$ cat config.mk
export PLATFORM = sky130hd
export DESIGN_NAME = regbank
export DESIGN_NICKNAME = d
export VERILOG_FILES = /design/src/rtl/regbank_pkg.sv /design/src/rtl/rb_decode.sv /design/src/rtl/rb_field.sv /design/src/rtl/rb_readmux.sv /design/src/rtl/regbank.sv
export SDC_FILE = /design/constraint.sdc
export NUM_CORES = 1
export LEC_CHECK = 0
export BUFFER_PORTS_ARGS = -buffer_cell sky130_fd_sc_hd__buf_2
export CAP_MARGIN = 15
export CORE_AREA = 2 2 226 228
export CTS_CLUSTER_DIAMETER = 120
export CTS_CLUSTER_SIZE = 40
export DETAILED_ROUTE_END_ITERATION = 10
export DIE_AREA = 0 0 228 230
export GPL_TIMING_DRIVEN = 0
export SLEW_MARGIN = 25
export SYNTH_ARGS = -nofsm -noshare
export SYNTH_HDL_FRONTEND = slang
export SYNTH_SLANG_ARGS = --single-unit
$ cat constraint.sdc
create_clock -name clk -period 2.2 [get_ports clk]
set_input_delay 0.33 -clock clk [delete_from_list [all_inputs] [get_ports clk]]
set_output_delay 0.33 -clock clk [all_outputs]
set_load 0.05 [all_outputs]
$ cat src/rtl/regbank_pkg.sv
package regbank_pkg;

  typedef enum logic [3:0] {
    ACC_RW   = 4'd0,
    ACC_RO   = 4'd1,
    ACC_WO   = 4'd2,
    ACC_ONCE = 4'd3,
    ACC_W1C  = 4'd4,
    ACC_W0C  = 4'd5,
    ACC_RC   = 4'd6,
    ACC_W1S  = 4'd7,
    ACC_TRIG = 4'd8,
    ACC_TOG  = 4'd9
  } access_e;

  // Fields whose bits hardware may raise
  function automatic bit is_status(access_e a);
    return (a == ACC_W1C) || (a == ACC_W0C) || (a == ACC_RC);
  endfunction

  // Fields whose whole value hardware may load
  function automatic bit is_hw_loaded(access_e a);
    return (a == ACC_RO) || (a == ACC_TRIG);
  endfunction

endpackage

$ cat src/rtl/rb_decode.sv
module rb_decode #(
  parameter int ADDR_W   = 4,
  parameter int DATA_W   = 32,
  parameter int NUM_REGS = 10
) (
  input  logic                clk,
  input  logic                rst_n,
  input  logic [ADDR_W-1:0]   addr,
  input  logic                wr_en,
  input  logic                rd_en,
  input  logic [DATA_W/8-1:0] strb,
  output logic [NUM_REGS-1:0] wr_sel,
  output logic [NUM_REGS-1:0] rd_sel,
  output logic [DATA_W-1:0]   bit_mask
);
  localparam int STRB_W = DATA_W / 8;

  function automatic logic [DATA_W-1:0] expand_strobes(logic [STRB_W-1:0] s);
    logic [DATA_W-1:0] m;
    for (int b = 0; b < STRB_W; b++) m[b*8 +: 8] = {8{s[b]}};
    return m;
  endfunction

  assign bit_mask = expand_strobes(strb);

  for (genvar i = 0; i < NUM_REGS; i++) begin : g_sel
    assign wr_sel[i] = wr_en && (addr == ADDR_W'(i));
    assign rd_sel[i] = rd_en && (addr == ADDR_W'(i));
  end


  oob_write_chk: assert property (@(posedge clk) disable iff (!rst_n)
    (wr_en && (int'(addr) >= NUM_REGS)) |-> (wr_sel == '0));

endmodule

$ cat src/rtl/rb_field.sv
module rb_field
  import regbank_pkg::*;
#(
  parameter int               FIELD_W = 16,
  parameter access_e          POLICY  = ACC_RW,
  parameter logic [FIELD_W-1:0] RST   = '0
) (
  input  logic               clk,
  input  logic               rst_n,
  input  logic               wr_sel,
  input  logic               rd_sel,
  input  logic [FIELD_W-1:0] wdata,
  input  logic [FIELD_W-1:0] wmask,
  input  logic               hw_we,
  input  logic [FIELD_W-1:0] hw_wdata,
  input  logic [FIELD_W-1:0] hw_set,
  output logic [FIELD_W-1:0] val_o,
  output logic [FIELD_W-1:0] view_o,
  output logic               trig_o
);

  function automatic logic [FIELD_W-1:0] merge_bits(
      logic [FIELD_W-1:0] old_v, logic [FIELD_W-1:0] new_v, logic [FIELD_W-1:0] m);
    return (old_v & ~m) | (new_v & m);
  endfunction

  function automatic logic [FIELD_W-1:0] clear_then_set(
      logic [FIELD_W-1:0] old_v, logic [FIELD_W-1:0] clr, logic [FIELD_W-1:0] setv);
    return (old_v & ~clr) | setv;
  endfunction

  logic [FIELD_W-1:0] val_q, val_d;
  logic [FIELD_W-1:0] ones_wr;   // bits written as 1 under active strobe
  logic [FIELD_W-1:0] zeros_wr;  // bits written as 0 under active strobe
  logic [FIELD_W-1:0] hw_or;
  logic               lock_q, lock_d;
  logic               sw_touch;
  logic               trig_q;

  assign sw_touch = wr_sel && (wmask != '0);
  assign ones_wr  = wr_sel ? (wdata & wmask) : '0;
  assign zeros_wr = wr_sel ? (~wdata & wmask) : '0;
  assign hw_or    = is_status(POLICY) ? hw_set : '0;

  always_comb begin
    val_d  = val_q;
    lock_d = lock_q;
    unique case (POLICY)
      ACC_RW, ACC_WO: if (wr_sel) val_d = merge_bits(val_q, wdata, wmask);
      ACC_RO, ACC_TRIG: if (hw_we) val_d = hw_wdata;
      ACC_ONCE: if (sw_touch && !lock_q) begin
        val_d  = merge_bits(val_q, wdata, wmask);
        lock_d = 1'b1;
      end
      ACC_W1C: val_d = clear_then_set(val_q, ones_wr, hw_or);
      ACC_W0C: val_d = clear_then_set(val_q, zeros_wr, hw_or);
      ACC_RC:  val_d = clear_then_set(val_q, {FIELD_W{rd_sel}}, hw_or);
      ACC_W1S: val_d = val_q | ones_wr;
      ACC_TOG: val_d = val_q ^ ones_wr;
      default: val_d = val_q;
    endcase
  end

  always_ff @(posedge clk or negedge rst_n) begin
    if (!rst_n) begin
      val_q  <= RST;
      lock_q <= 1'b0;
      trig_q <= 1'b0;
    end else begin
      val_q  <= val_d;
      lock_q <= lock_d;
      trig_q <= (POLICY == ACC_TRIG) && wr_sel;
    end
  end

  assign val_o  = val_q;
  assign view_o = (POLICY == ACC_WO) ? RST : val_q;
  assign trig_o = trig_q;

  if (POLICY == ACC_RO) begin : g_ro_chk

    ro_hold_chk: assert property (@(posedge clk) disable iff (!rst_n)
      !hw_we |=> $stable(val_q));
  end

  if (POLICY == ACC_ONCE) begin : g_once_chk

    once_lock_chk: assert property (@(posedge clk) disable iff (!rst_n)
      lock_q |=> $stable(val_q));
  end

  if (is_status(POLICY)) begin : g_status_chk

    hw_set_wins_chk: assert property (@(posedge clk) disable iff (!rst_n)
      (hw_set != '0) |=> ((val_q & $past(hw_set)) == $past(hw_set)));
  end

  if (POLICY == ACC_RC) begin : g_rc_chk

    rc_clear_chk: assert property (@(posedge clk) disable iff (!rst_n)
      (rd_sel && hw_set == '0) |=> (val_q == '0));
  end

  if (POLICY == ACC_W1S) begin : g_w1s_chk

    w1s_monotonic_chk: assert property (@(posedge clk) disable iff (!rst_n)
      1'b1 |=> ((val_q & $past(val_q)) == $past(val_q)));
  end

  if (POLICY == ACC_TRIG) begin : g_trig_chk

    trig_follow_chk: assert property (@(posedge clk) disable iff (!rst_n)
      wr_sel |=> trig_o);

    trig_quiet_chk: assert property (@(posedge clk) disable iff (!rst_n)
      !wr_sel |=> !trig_o);
  end

  if (POLICY == ACC_TOG) begin : g_tog_chk

    tog_hold_chk: assert property (@(posedge clk) disable iff (!rst_n)
      (!wr_sel || (wdata & wmask) == '0) |=> $stable(val_q));
  end

endmodule

$ cat src/rtl/rb_readmux.sv
module rb_readmux #(
  parameter int NUM_REGS = 10,
  parameter int FIELD_W  = 16,
  parameter int DATA_W   = 32
) (
  input  logic                          clk,
  input  logic                          rst_n,
  input  logic                          rd_en,
  input  logic [NUM_REGS-1:0]           rd_sel,
  input  logic [NUM_REGS*FIELD_W-1:0]   views,
  output logic [DATA_W-1:0]             rd_data
);
  logic [FIELD_W-1:0] picked;

  always_comb begin
    picked = '0;
    for (int i = 0; i < NUM_REGS; i++)
      if (rd_sel[i]) picked = picked | views[i*FIELD_W +: FIELD_W];
  end

  always_ff @(posedge clk or negedge rst_n) begin
    if (!rst_n)     rd_data <= '0;
    else if (rd_en) rd_data <= DATA_W'(picked);
  end


  oob_read_zero_chk: assert property (@(posedge clk) disable iff (!rst_n)
    (rd_en && rd_sel == '0) |=> (rd_data == '0));


  rsvd_zero_chk: assert property (@(posedge clk) disable iff (!rst_n)
    rd_en |=> ((rd_data >> FIELD_W) == '0));

endmodule

$ cat src/rtl/regbank.sv
module regbank
  import regbank_pkg::*;
#(
  parameter int ADDR_W   = 4,
  parameter int DATA_W   = 32,
  parameter int FIELD_W  = 16,
  parameter int NUM_REGS = 10,
  parameter access_e POLICY [NUM_REGS] = '{ACC_RW, ACC_RO, ACC_WO, ACC_ONCE, ACC_W1C,
                                          ACC_W0C, ACC_RC, ACC_W1S, ACC_TRIG, ACC_TOG},
  parameter logic [FIELD_W-1:0] RST_VAL [NUM_REGS] = '{16'h00A5, 16'h1234, 16'h5A5A,
                                          16'h0000, 16'h0000, 16'h0000, 16'h0000,
                                          16'h0000, 16'h00C3, 16'h000F}
) (
  input  logic                        clk,
  input  logic                        rst_n,
  input  logic [ADDR_W-1:0]           bus_addr,
  input  logic                        bus_wr_en,
  input  logic [DATA_W-1:0]           bus_wdata,
  input  logic [DATA_W/8-1:0]         bus_strb,
  input  logic                        bus_rd_en,
  output logic [DATA_W-1:0]           bus_rdata,
  input  logic [NUM_REGS-1:0]         hw_we,
  input  logic [NUM_REGS*FIELD_W-1:0] hw_wdata,
  input  logic [NUM_REGS*FIELD_W-1:0] hw_set,
  output logic [NUM_REGS*FIELD_W-1:0] field_q,
  output logic [NUM_REGS-1:0]         trig_pulse
);
  localparam int STRB_W = DATA_W / 8;

  logic [NUM_REGS-1:0]         wr_sel;
  logic [NUM_REGS-1:0]         rd_sel;
  logic [DATA_W-1:0]           bit_mask;
  logic [NUM_REGS*FIELD_W-1:0] views;
  logic                        rsvd_unused;

  // reserved write bits are decoded but never stored
  assign rsvd_unused = ^{bus_wdata, bit_mask};

  rb_decode #(
    .ADDR_W(ADDR_W), .DATA_W(DATA_W), .NUM_REGS(NUM_REGS)
  ) u_decode (
    .clk(clk), .rst_n(rst_n), .addr(bus_addr), .wr_en(bus_wr_en), .rd_en(bus_rd_en),
    .strb(bus_strb[STRB_W-1:0]), .wr_sel(wr_sel), .rd_sel(rd_sel), .bit_mask(bit_mask)
  );

  for (genvar i = 0; i < NUM_REGS; i++) begin : g_field
    rb_field #(
      .FIELD_W(FIELD_W), .POLICY(POLICY[i]), .RST(RST_VAL[i])
    ) u_field (
      .clk     (clk),
      .rst_n   (rst_n),
      .wr_sel  (wr_sel[i]),
      .rd_sel  (rd_sel[i]),
      .wdata   (bus_wdata[FIELD_W-1:0]),
      .wmask   (bit_mask[FIELD_W-1:0]),
      .hw_we   (hw_we[i]),
      .hw_wdata(hw_wdata[i*FIELD_W +: FIELD_W]),
      .hw_set  (hw_set[i*FIELD_W +: FIELD_W]),
      .val_o   (field_q[i*FIELD_W +: FIELD_W]),
      .view_o  (views[i*FIELD_W +: FIELD_W]),
      .trig_o  (trig_pulse[i])
    );
  end

  rb_readmux #(
    .NUM_REGS(NUM_REGS), .FIELD_W(FIELD_W), .DATA_W(DATA_W)
  ) u_readmux (
    .clk(clk), .rst_n(rst_n), .rd_en(bus_rd_en), .rd_sel(rd_sel),
    .views(views), .rd_data(bus_rdata)
  );

endmodule

==> metrics.yaml, run 1 <==
run_status:
  status: "finished clean"
worst_setup_path:
  cpMostUsedCell: "buf_2"
  crit_arrival_ns: 2.45
  max_stage_delay_ns: 0.46
  crit_fanout: 10
  start_kind: "primary input"
  cpMaxStageDelayCell: "nor2b_1"
  critical-path-top-delay-family: "buffers and inverters"
  cp.required_ns: 2.59
  path_class: "in2reg"
  crit_chain: "buf_2 > buf_2 > nor2b_1 > and3_1 > clkbuf_1 > buf_2 > nand3_1 > a21o_1"
  end_kind: "flip-flop"
  crit_buf_inv: 4
power_and_ir_drop:
  seq_power_share: 0.388
  p_leak_nw: 5.110
  total_power_mw: 10.58
  p_sw_mw: 4.426
  power_frac_comb: 0.314
  power_density_nw_per_um2: 909.1
  clockPowerShare: 0.298
  p_int_mw: 6.154
  vdd_drop_max_mv: 0.6469
  switching_share: 0.4183
yosys:
  synth.ff_latch_count: 178
  ys_seq_area_frac: 0.5474
  synth_top_family_by_area: "multiplexers"
  synthFlopType: "dfrtp_1"
  synth_compound_area_frac: 0.1254
  syn_avg_cell_area_um2: 12.27
  synth_area_um2: 8194
  synthXorXnorAreaFrac: 0.01710
  ys_types: 58
  ys_warn_count: 0
  synth_edf_count: 0
  syn_inst: 668
  synthMuxAreaShare: 0.1629
  synthArstFlopShare: 1.000
  synthAdderAreaFrac: 0
  synth-simple-area-share: 0.09818
floorplan:
  dieHeight_um: 230
  core-area_um2: 49860
  ios: 576
  rows: 82
  die_area_um2: 52440
  start_util: 0.1643
  fp.dieW_um: 228
global_route:
  grt_use_total: 0.1520
  grt_pass1_wl_mm: 54.86
  grt_max_degree: 88
  gr-total-overflow: 0
  first_global_vias: 7166
  antenna_found_initial: 10
flow_run:
  maxCapViolCount: 0
routing:
  drtAntennaViolNets: 0
  via_per_inst: 4.048
  first_iter_violations: 358
  dr.pass1.iters: 5
  detail_route.drc_violations: 0
  wire_per_inst_um: 22.99
  wl_mm: 39.67
  vias: 6987
placed_design:
  routabilityCongestion: 0.8150
  post-dp-hpwl_mm: 30.97
  post_dp_cell_area_um2: 10600
  portBuffers: 281
  post-place-ws_ns: -0.5456
sta:
  timing_hold_violations_final: 0
  fin_crit_ns: 2.064
  slew_headroom: 0.3687
  fin_ws_ns: 0.1363
  skew_ns: 0.01944
  setup_viol: 0
  tightest_slew_ns: 0.9469
  max_freq_mhz: 484.6
  rsz0062_at_grt: "no"
  fin_crit_sh: 0.9380
  slew_violations: 0
finish:
  most-common-layout-cells: "295 x buf_2, 153 x dfrtp_1, 85 x mux2_2"
  finish.instance_area_um2: 11640
  area_delta_synth_final_pct: 42.04
  fin_nets: 1412
  final_common_cell: "buf_2"
  drive_gt1_frac: 0.4748
cts:
  cts_buffers: 17
  cts_tree: "done"
  clock-sinks: 178
  cts_root_buf: "clkbuf_16"
  clk-insertion-delay-late_ns: 0.50
  cts.htree.levels: 4
  path_clk_slew_ns: 0.07
  clk_path_buf_depth: 2
min_path:
  holdCritPathClass: "in2reg"
-- synthesized netlist by cell type, types with 16 or more instances --
cell type / instances / area, µm²
a31o_2: 16 / 140.1
a21o_1: 35 / 262.8
buf_4: 26 / 195.2
clkbuf_1: 26 / 97.59
dfrtp_1: 153 / 3829
nand2b_1: 19 / 118.9
dfstp_2: 25 / 656.9
nor2_1: 25 / 93.84
o21ai_0: 25 / 125.1
xnor2_1: 16 / 140.1
nand3_1: 42 / 210.2
mux2i_1: 34 / 340.3
mux2_2: 85 / 957.2
-- cells by family (layout without fill, tap and decap cells) --
group	after synthesis	after routing
compound gates	145	145
buf+inv	73	432
other cells	1	28
flops	178	178
simple gates	134	134
mux	121	121
xor+xnor	16	16
-- final timing paths --
kind	slack [ns]	cells after the start	start	to
setup reg to reg	0.72	4	g_field[1].u_field.val_o[11]	u_readmux.rd_data[11]
hold reg to reg	0.48	2	g_field[7].u_field.val_o[13]	g_field[7].u_field.val_o[13]
setup / recovery	0.14	8	bus_addr[3]	g_field[4].u_field.val_o[11]
min in group asynchronous	0.23	2	rst_n	g_field[8].u_field.val_o[2]
hold / removal	0.04	2	hw_set[87]	g_field[5].u_field.val_o[7]
max in group asynchronous	0.87	4	rst_n	asynchronous set/reset pin
-- power groups by stage --
stage	combinational, mW	clock [mW]	sequential, mW
3_3_place_gp	3.25	0	4.14
2_1_floorplan	0.781	0	5.55
6_report	3.32	3.16	4.11
3_5_place_dp	3.28	0	4.17
4_1_cts	3.35	3.27	4.11
5_1_grt	3.48	3.41	4.16
-- what timing repair did --
| action | CTS | global route |
|---|---|---|
| endpoints found under the setup margin | 2 | 9 |
| endpoints found under the hold margin | 125 | 0 |
| hold buffers | 43 | 0 |
| pin swaps | 0 | 1 |
| buffers inserted | 0 | 1 |
| gates resized for setup | 1 | 2 |
-- final cells by class --
type | instances | area [µm²]
Antenna cell | 3 | 7.507
Buffer | 70 | 389.1
Clock buffer | 18 | 429.2
Clock inverter | 14 | 165.2
Fill cell | 5437 | 38220
Inverter | 3 | 11.26
Multi-Input combinational cell | 441 | 3401
Sequential cell | 178 | 4486
Tap cell | 672 | 840.8
Timing Repair Buffer | 327 | 1909
-- metrics by stage --
step	util	hold slack, ns	cells	setup TNS, ns
3_3_place_gp	0.2112	0.4600	1645	-409.10
4_1_cts	0.2331	0.0002466	1722	0
2_1_floorplan	-	0.03441	692	0
6_report	0.2334	0.03545	1726	0
5_1_grt	0.2333	0.01030	1724	0
3_5_place_dp	0.2125	0.1565	1647	-23.85
-- metal layers --
metal  part of all wire  GRT usage  wire [µm]
met5             0.0016          0         62
met4              0.039    0.07149       1529
met3              0.073    0.05221       2914
met2               0.45     0.2346      18010
met1               0.43     0.1904      17150
Note: power is estimated with default switching activity, not from simulation.
==> run 2: changes to the inputs <==
PLACE_DENSITY_LB_ADDON = 0.12   (was default)
==> metrics.yaml, run 2 (same netlist as run 1, synthesis figures left out) <==
sta:
  fin_crit_sh: 0.9674  # +0.02934
  skew_ns: 0.01155  # -0.007894 ns
  rsz0062_at_grt: "yes"
  finalHoldWorstSlack_ns: 0.03371  # -0.001739 ns
  slew_violations: 0  # unchanged
  fin_crit_ns: 2.128  # +0.06455 ns
  setup_viol: 0  # unchanged
  slew_headroom: 0.3615  # -0.007213
  timing_hold_violations_final: 0  # unchanged
  max_freq_mhz: 469.9  # -3.0%
  fin_ws_ns: 0.07178  # -0.06455 ns
  tightest_slew_ns: 0.9557  # +0.008752 ns
finish:
  area_delta_synth_final_pct: 43.18
  final_common_cell: "buf_2"
  fin_nets: 1418  # +0.42%
  seqCellArea_um2: 4486  # unchanged
  most-common-layout-cells: "294 x buf_2, 153 x dfrtp_1, 85 x mux2_2"
  drive_gt1_frac: 0.4711  # -0.003641
  fillers: 5513  # +1.4%
  multi_input_area_um2: 3401  # unchanged
min_path:
  holdCritPathClass: "in2reg"
  hold_start: "hw_set[66]"
  worstHoldPathCells: 2  # unchanged
cts:
  cts.htree.levels: 4  # unchanged
  clock-sinks: 178  # unchanged
  clk_path_buf_depth: 2  # unchanged
  cts_root_buf: "clkbuf_16"
  cts_buffers: 17  # unchanged
  cts_tree: "done"
  path_clk_slew_ns: 0.07  # about the same
  clk-insertion-delay-late_ns: 0.51  # about the same
worst_setup_path:
  end_kind: "flip-flop"
  cp.required_ns: 2.54  # -0.05 ns
  cp.depth: 5  # -3
  crit_fanout: 10  # unchanged
  start_kind: "primary input"
  path_class: "in2reg"
  reg2reg_from: "g_field[6].u_field.val_o[11]"
  critical-path-top-delay-family: "buffers and inverters"
  rr_worst_depth: 4  # unchanged
  crit_buf_inv: 4  # unchanged
  cpMaxStageDelayCell: "clkbuf_1"
  crit_start: "bus_rd_en"
  crit_chain: "buf_2 > clkbuf_1 > clkbuf_1 > clkbuf_1 > a31oi_1"
  max_stage_delay_ns: 0.72  # +0.26 ns
  crit_arrival_ns: 2.47  # +0.02 ns
  cpMostUsedCell: "clkbuf_1"
routing:
  via_per_inst: 3.975  # -1.8%
  dr.pass1.iters: 5  # unchanged
  first_iter_violations: 376  # +5.0%
  wire_per_inst_um: 23.93  # +4.1%
  drtAntennaViolNets: 0  # unchanged
  vias: 6876  # -1.6%
  detail_route.drc_violations: 0  # unchanged
  wl_mm: 41.41  # +4.4%
placed_design:
  routabilityCongestion: 0.6975  # -14%
  post-dp-hpwl_mm: 31.38  # +1.3%
  portBuffers: 281  # unchanged
  post-place-ws_ns: -0.7605  # -0.2149 ns
global_route:
  grt_use_total: 0.1598  # +0.007785
  first_global_vias: 7235  # +0.96%
  antenna_found_initial: 3  # -7
  grt_pass1_wl_mm: 57.50  # +4.8%
  gr-total-overflow: 0  # unchanged
  grt_max_degree: 76  # -14%
power_and_ir_drop:
  p_leak_nw: 5.152  # +0.83%
  clockPowerShare: 0.324  # +0.026
  switching_share: 0.3999  # -0.01847
  power_density_nw_per_um2: 933.5  # +2.7%
  seq_power_share: 0.374  # -0.014
  power_frac_comb: 0.302  # -0.012
  p_sw_mw: 4.379  # -1.1%
  p_int_mw: 6.573  # +6.8%
  vdd_drop_max_mv: 0.6004  # -7.2%
floorplan:
  ios: 576  # unchanged
  dieHeight_um: 230  # unchanged
  fp.dieW_um: 228  # unchanged
  die_area_um2: 52440  # unchanged
  rows: 82  # unchanged
  start_util: 0.1643  # unchanged
  core-area_um2: 49860  # unchanged
flow_run:
  maxCapViolCount: 0  # unchanged
run_status:
  status: "finished clean"
run 2: final cells by class:
cell class	instances	share of cell area
Sequential cell	178	0.3823
Multi-Input combinational cell	441	0.2899
Timing Repair Buffer	333	0.1676
Tap cell	672	0.07166
Clock buffer	20	0.03722
Buffer	70	0.03338
Clock inverter	12	0.01674
Inverter	3	0.0009598
Antenna cell	1	0.0002133
run 2: final timing paths:
kind	slack [ns]	to
worst min-delay path	0.03	g_field[4].u_field.val_o[2]
max in group asynchronous	0.75	g_field[1].u_field.val_o[12]
worst max-delay path	0.07	u_readmux.rd_data[6]
worst max register to register	0.58	u_readmux.rd_data[11]
worst min register to register	0.49	g_field[7].u_field.val_o[13]
min in group asynchronous	0.30	g_field[8].u_field.val_o[2]
run 2: power by group through the flow:
stage / Clock (mW) / Sequential (mW) / Combinational [mW]
floorplan: 0 / 5.55 / 0.781
detailed placement: 0 / 4.16 / 3.29
finish: 3.55 / 4.09 / 3.31
CTS: 3.70 / 4.10 / 3.37
global placement: 0 / 4.15 / 3.27
global route: 3.83 / 4.17 / 3.48
run 2: repair_timing:
item / in CTS / in global routing
resized for setup: 0 / 6
setup endpoints to repair: 16 / 9
pin swaps: 2 / 0
setup buffers: 2 / 0
hold buffers: 48 / 0
endpoints found under the hold margin: 86 / 0
cloned: 0 / 0
run 2: metrics by stage:
stage	TNS, ns	std cells	power [mW]	utilization	area [µm²]
2_1_floorplan	0	692	6.327	-	8284
3_3_place_gp	-511.90	1645	7.421	0.2112	10530
3_5_place_dp	-34.60	1647	7.455	0.2125	10600
4_1_cts	0	1729	11.17	0.2351	11730
5_1_grt	-0.02221	1729	11.47	0.2352	11730
6_report	0	1730	10.95	0.2353	11730
run 2: per-layer routing:
metal / share of wire / up-vias / track usage
met5: 0 / - / 0
met1: 0.46 / 3481 / 0.2121
met4: 0.014 / 0 / 0.04841
met3: 0.054 / 27 / 0.04241
met2: 0.47 / 202 / 0.2537
li1: - / 3166 / -
==> run 3: changes to the inputs <==
CTS_BUF_LIST = sky130_fd_sc_hd__clkbuf_4 sky130_fd_sc_hd__clkbuf_8 sky130_fd_sc_hd__clkbuf_16   (was default)
clock period = 2.4 ns   (was 2.2 ns; I/O delays follow)
==> metrics.yaml, run 3 (same netlist as run 1, synthesis figures left out) <==
worst_setup_path:
  cpMostUsedCell: "buf_2"
  crit_chain: "buf_2 > buf_2 > buf_2 > mux2i_1 > nor2_1 > a311oi_1 > a31oi_1"
  cp.required_ns: 2.77  # +0.23 ns
  path_class: "in2reg"
  start_kind: "primary input"
  crit_arrival_ns: 2.65  # +0.18 ns
  end_kind: "flip-flop"
  crit_start: "bus_addr[0]"
  crit_fanout: 10  # unchanged
  cpMaxStageDelayCell: "buf_2"
  reg2reg_from: "g_field[6].u_field.val_o[1]"
  max_stage_delay_ns: 0.56  # -0.16 ns
sta:
  skew_ns: 0.01129  # -0.0002577 ns
  slew_violations: 0  # unchanged
  fin_crit_ns: 2.283
  setup_viol: 0  # unchanged
  finalHoldWorstSlack_ns: 0.03497  # +0.001265 ns
  fin_ws_ns: 0.1173  # +0.04555 ns
  slew_headroom: 0.3473  # -0.01426
  finalSetupTns_ns: 0  # unchanged
  rsz0062_at_grt: "no"
  timing_hold_violations_final: 0  # unchanged
  tightest_slew_ns: 0.9791  # +0.02346 ns
  max_freq_mhz: 438.1
  fin_crit_sh: 0.9511
cts:
  path_clk_slew_ns: 0.07  # about the same
  clk-insertion-delay-late_ns: 0.50  # about the same
  cts_root_buf: "clkbuf_16"
  cts_tree: "done"
  cts.htree.levels: 4  # unchanged
  cts_buffers: 17  # unchanged
  clk_path_buf_depth: 2  # unchanged
  clock-sinks: 178  # unchanged
floorplan:
  start_util: 0.1643  # unchanged
  ios: 576  # unchanged
  fp.dieW_um: 228  # unchanged
  dieHeight_um: 230  # unchanged
  rows: 82  # unchanged
  die_area_um2: 52440  # unchanged
  core-area_um2: 49860  # unchanged
finish:
  final_common_cell: "buf_2"
  finish.instance_area_um2: 11390  # -2.9%
  final_cells: 1695  # -2.0%
  fillers: 5527  # +0.25%
  most-common-layout-cells: "295 x buf_2, 153 x dfrtp_1, 85 x mux2_2"
  area_delta_synth_final_pct: 38.98
  fin_nets: 1383  # -2.5%
  drive_gt1_frac: 0.4883  # +0.01711
  seqCellArea_um2: 4486  # unchanged
  multi_input_area_um2: 3401  # unchanged
  fin_util: 0.2284  # -0.006901
routing:
  drtAntennaViolNets: 0  # unchanged
  dr.pass1.iters: 4  # -1
  wl_mm: 41.20  # -0.50%
  first_iter_violations: 383  # +1.9%
  detail_route.drc_violations: 0  # unchanged
  via_per_inst: 3.956  # -0.46%
  vias: 6706  # -2.5%
  wire_per_inst_um: 24.31  # +1.6%
flow_run:
  maxCapViolCount: 0  # unchanged
min_path:
  hold_start: "hw_set[72]"
  holdCritPathClass: "in2reg"
global_route:
  antenna_found_initial: 3  # unchanged
  gr-total-overflow: 0  # unchanged
  first_global_vias: 7052  # -2.5%
  grt_max_degree: 76  # unchanged
  grt_pass1_wl_mm: 56.93  # -0.98%
  grt_use_total: 0.1589  # -0.0009318
placed_design:
  post-place-ws_ns: -0.5905  # +0.1700 ns
  place_inst: 1647  # unchanged
  portBuffers: 281  # unchanged
  post-dp-hpwl_mm: 31.38  # unchanged
  post_dp_cell_area_um2: 10600  # unchanged
  routabilityCongestion: 0.6975  # unchanged
power_and_ir_drop:
  total_power_mw: 10.03  # -8.5%
  power_density_nw_per_um2: 880.3  # -5.7%
  vdd_drop_max_mv: 0.5494  # -8.5%
  p_leak_nw: 5.010  # -2.8%
run_status:
  status: "finished clean"
run 3: cell type report:
cell class                 count  share of cell area
timing repair buffer         298              0.1419
clock inverter                12             0.01725
buffer                        70             0.03395
clock buffer                  20             0.03933
antenna                        1           0.0002197
tap                          672             0.07383
multi-input combinational    441              0.2986
sequential                   178              0.3939
inverter                       3           0.0009888
run 3: worst max-delay path: cells and delay by family:
kind / cells / cell delay (ns)
simple gates: 1 / 0.09
mux: 1 / 0.25
compound gates: 2 / 0.62
buf+inv: 3 / 1.30
run 3: power by group:
part | internal (mW) | leakage (nW) | switching [mW]
clock | 1.81 | 0.316 | 1.47
combinational | 0.778 | 2.71 | 2.21
sequential | 3.43 | 1.99 | 0.318
run 3: timing repair:
item	CTS	global route
hold buffers	13	0
setup buffers	1	1
resized for setup	0	0
setup endpoints to repair	8	2
pin swaps	1	1
endpoints found under the hold margin	51	0
run 3: path summary, 6_finish.rpt:
check,slack (ns),to,depth (start not counted)
max reg2reg,0.80,u_readmux.rd_data[1],4
min reg2reg,0.49,g_field[7].u_field.val_o[13],2
min in group asynchronous,0.33,g_field[8].u_field.val_o[2],2
min,0.03,g_field[4].u_field.val_o[8],2
max in group asynchronous,0.92,g_field[1].u_field.val_o[12],4
max,0.12,u_readmux.rd_data[10],7
run 3: metal layers:
layer / vias up / wire, µm / track usage / share of wire
li1: 3091 / - / - / -
met2: 187 / 19310 / 0.2511 / 0.47
met3: 27 / 2187 / 0.04303 / 0.053
met1: 3401 / 19130 / 0.2111 / 0.46
met5: - / 0 / 0 / 0
met4: 0 / 574 / 0.04841 / 0.014
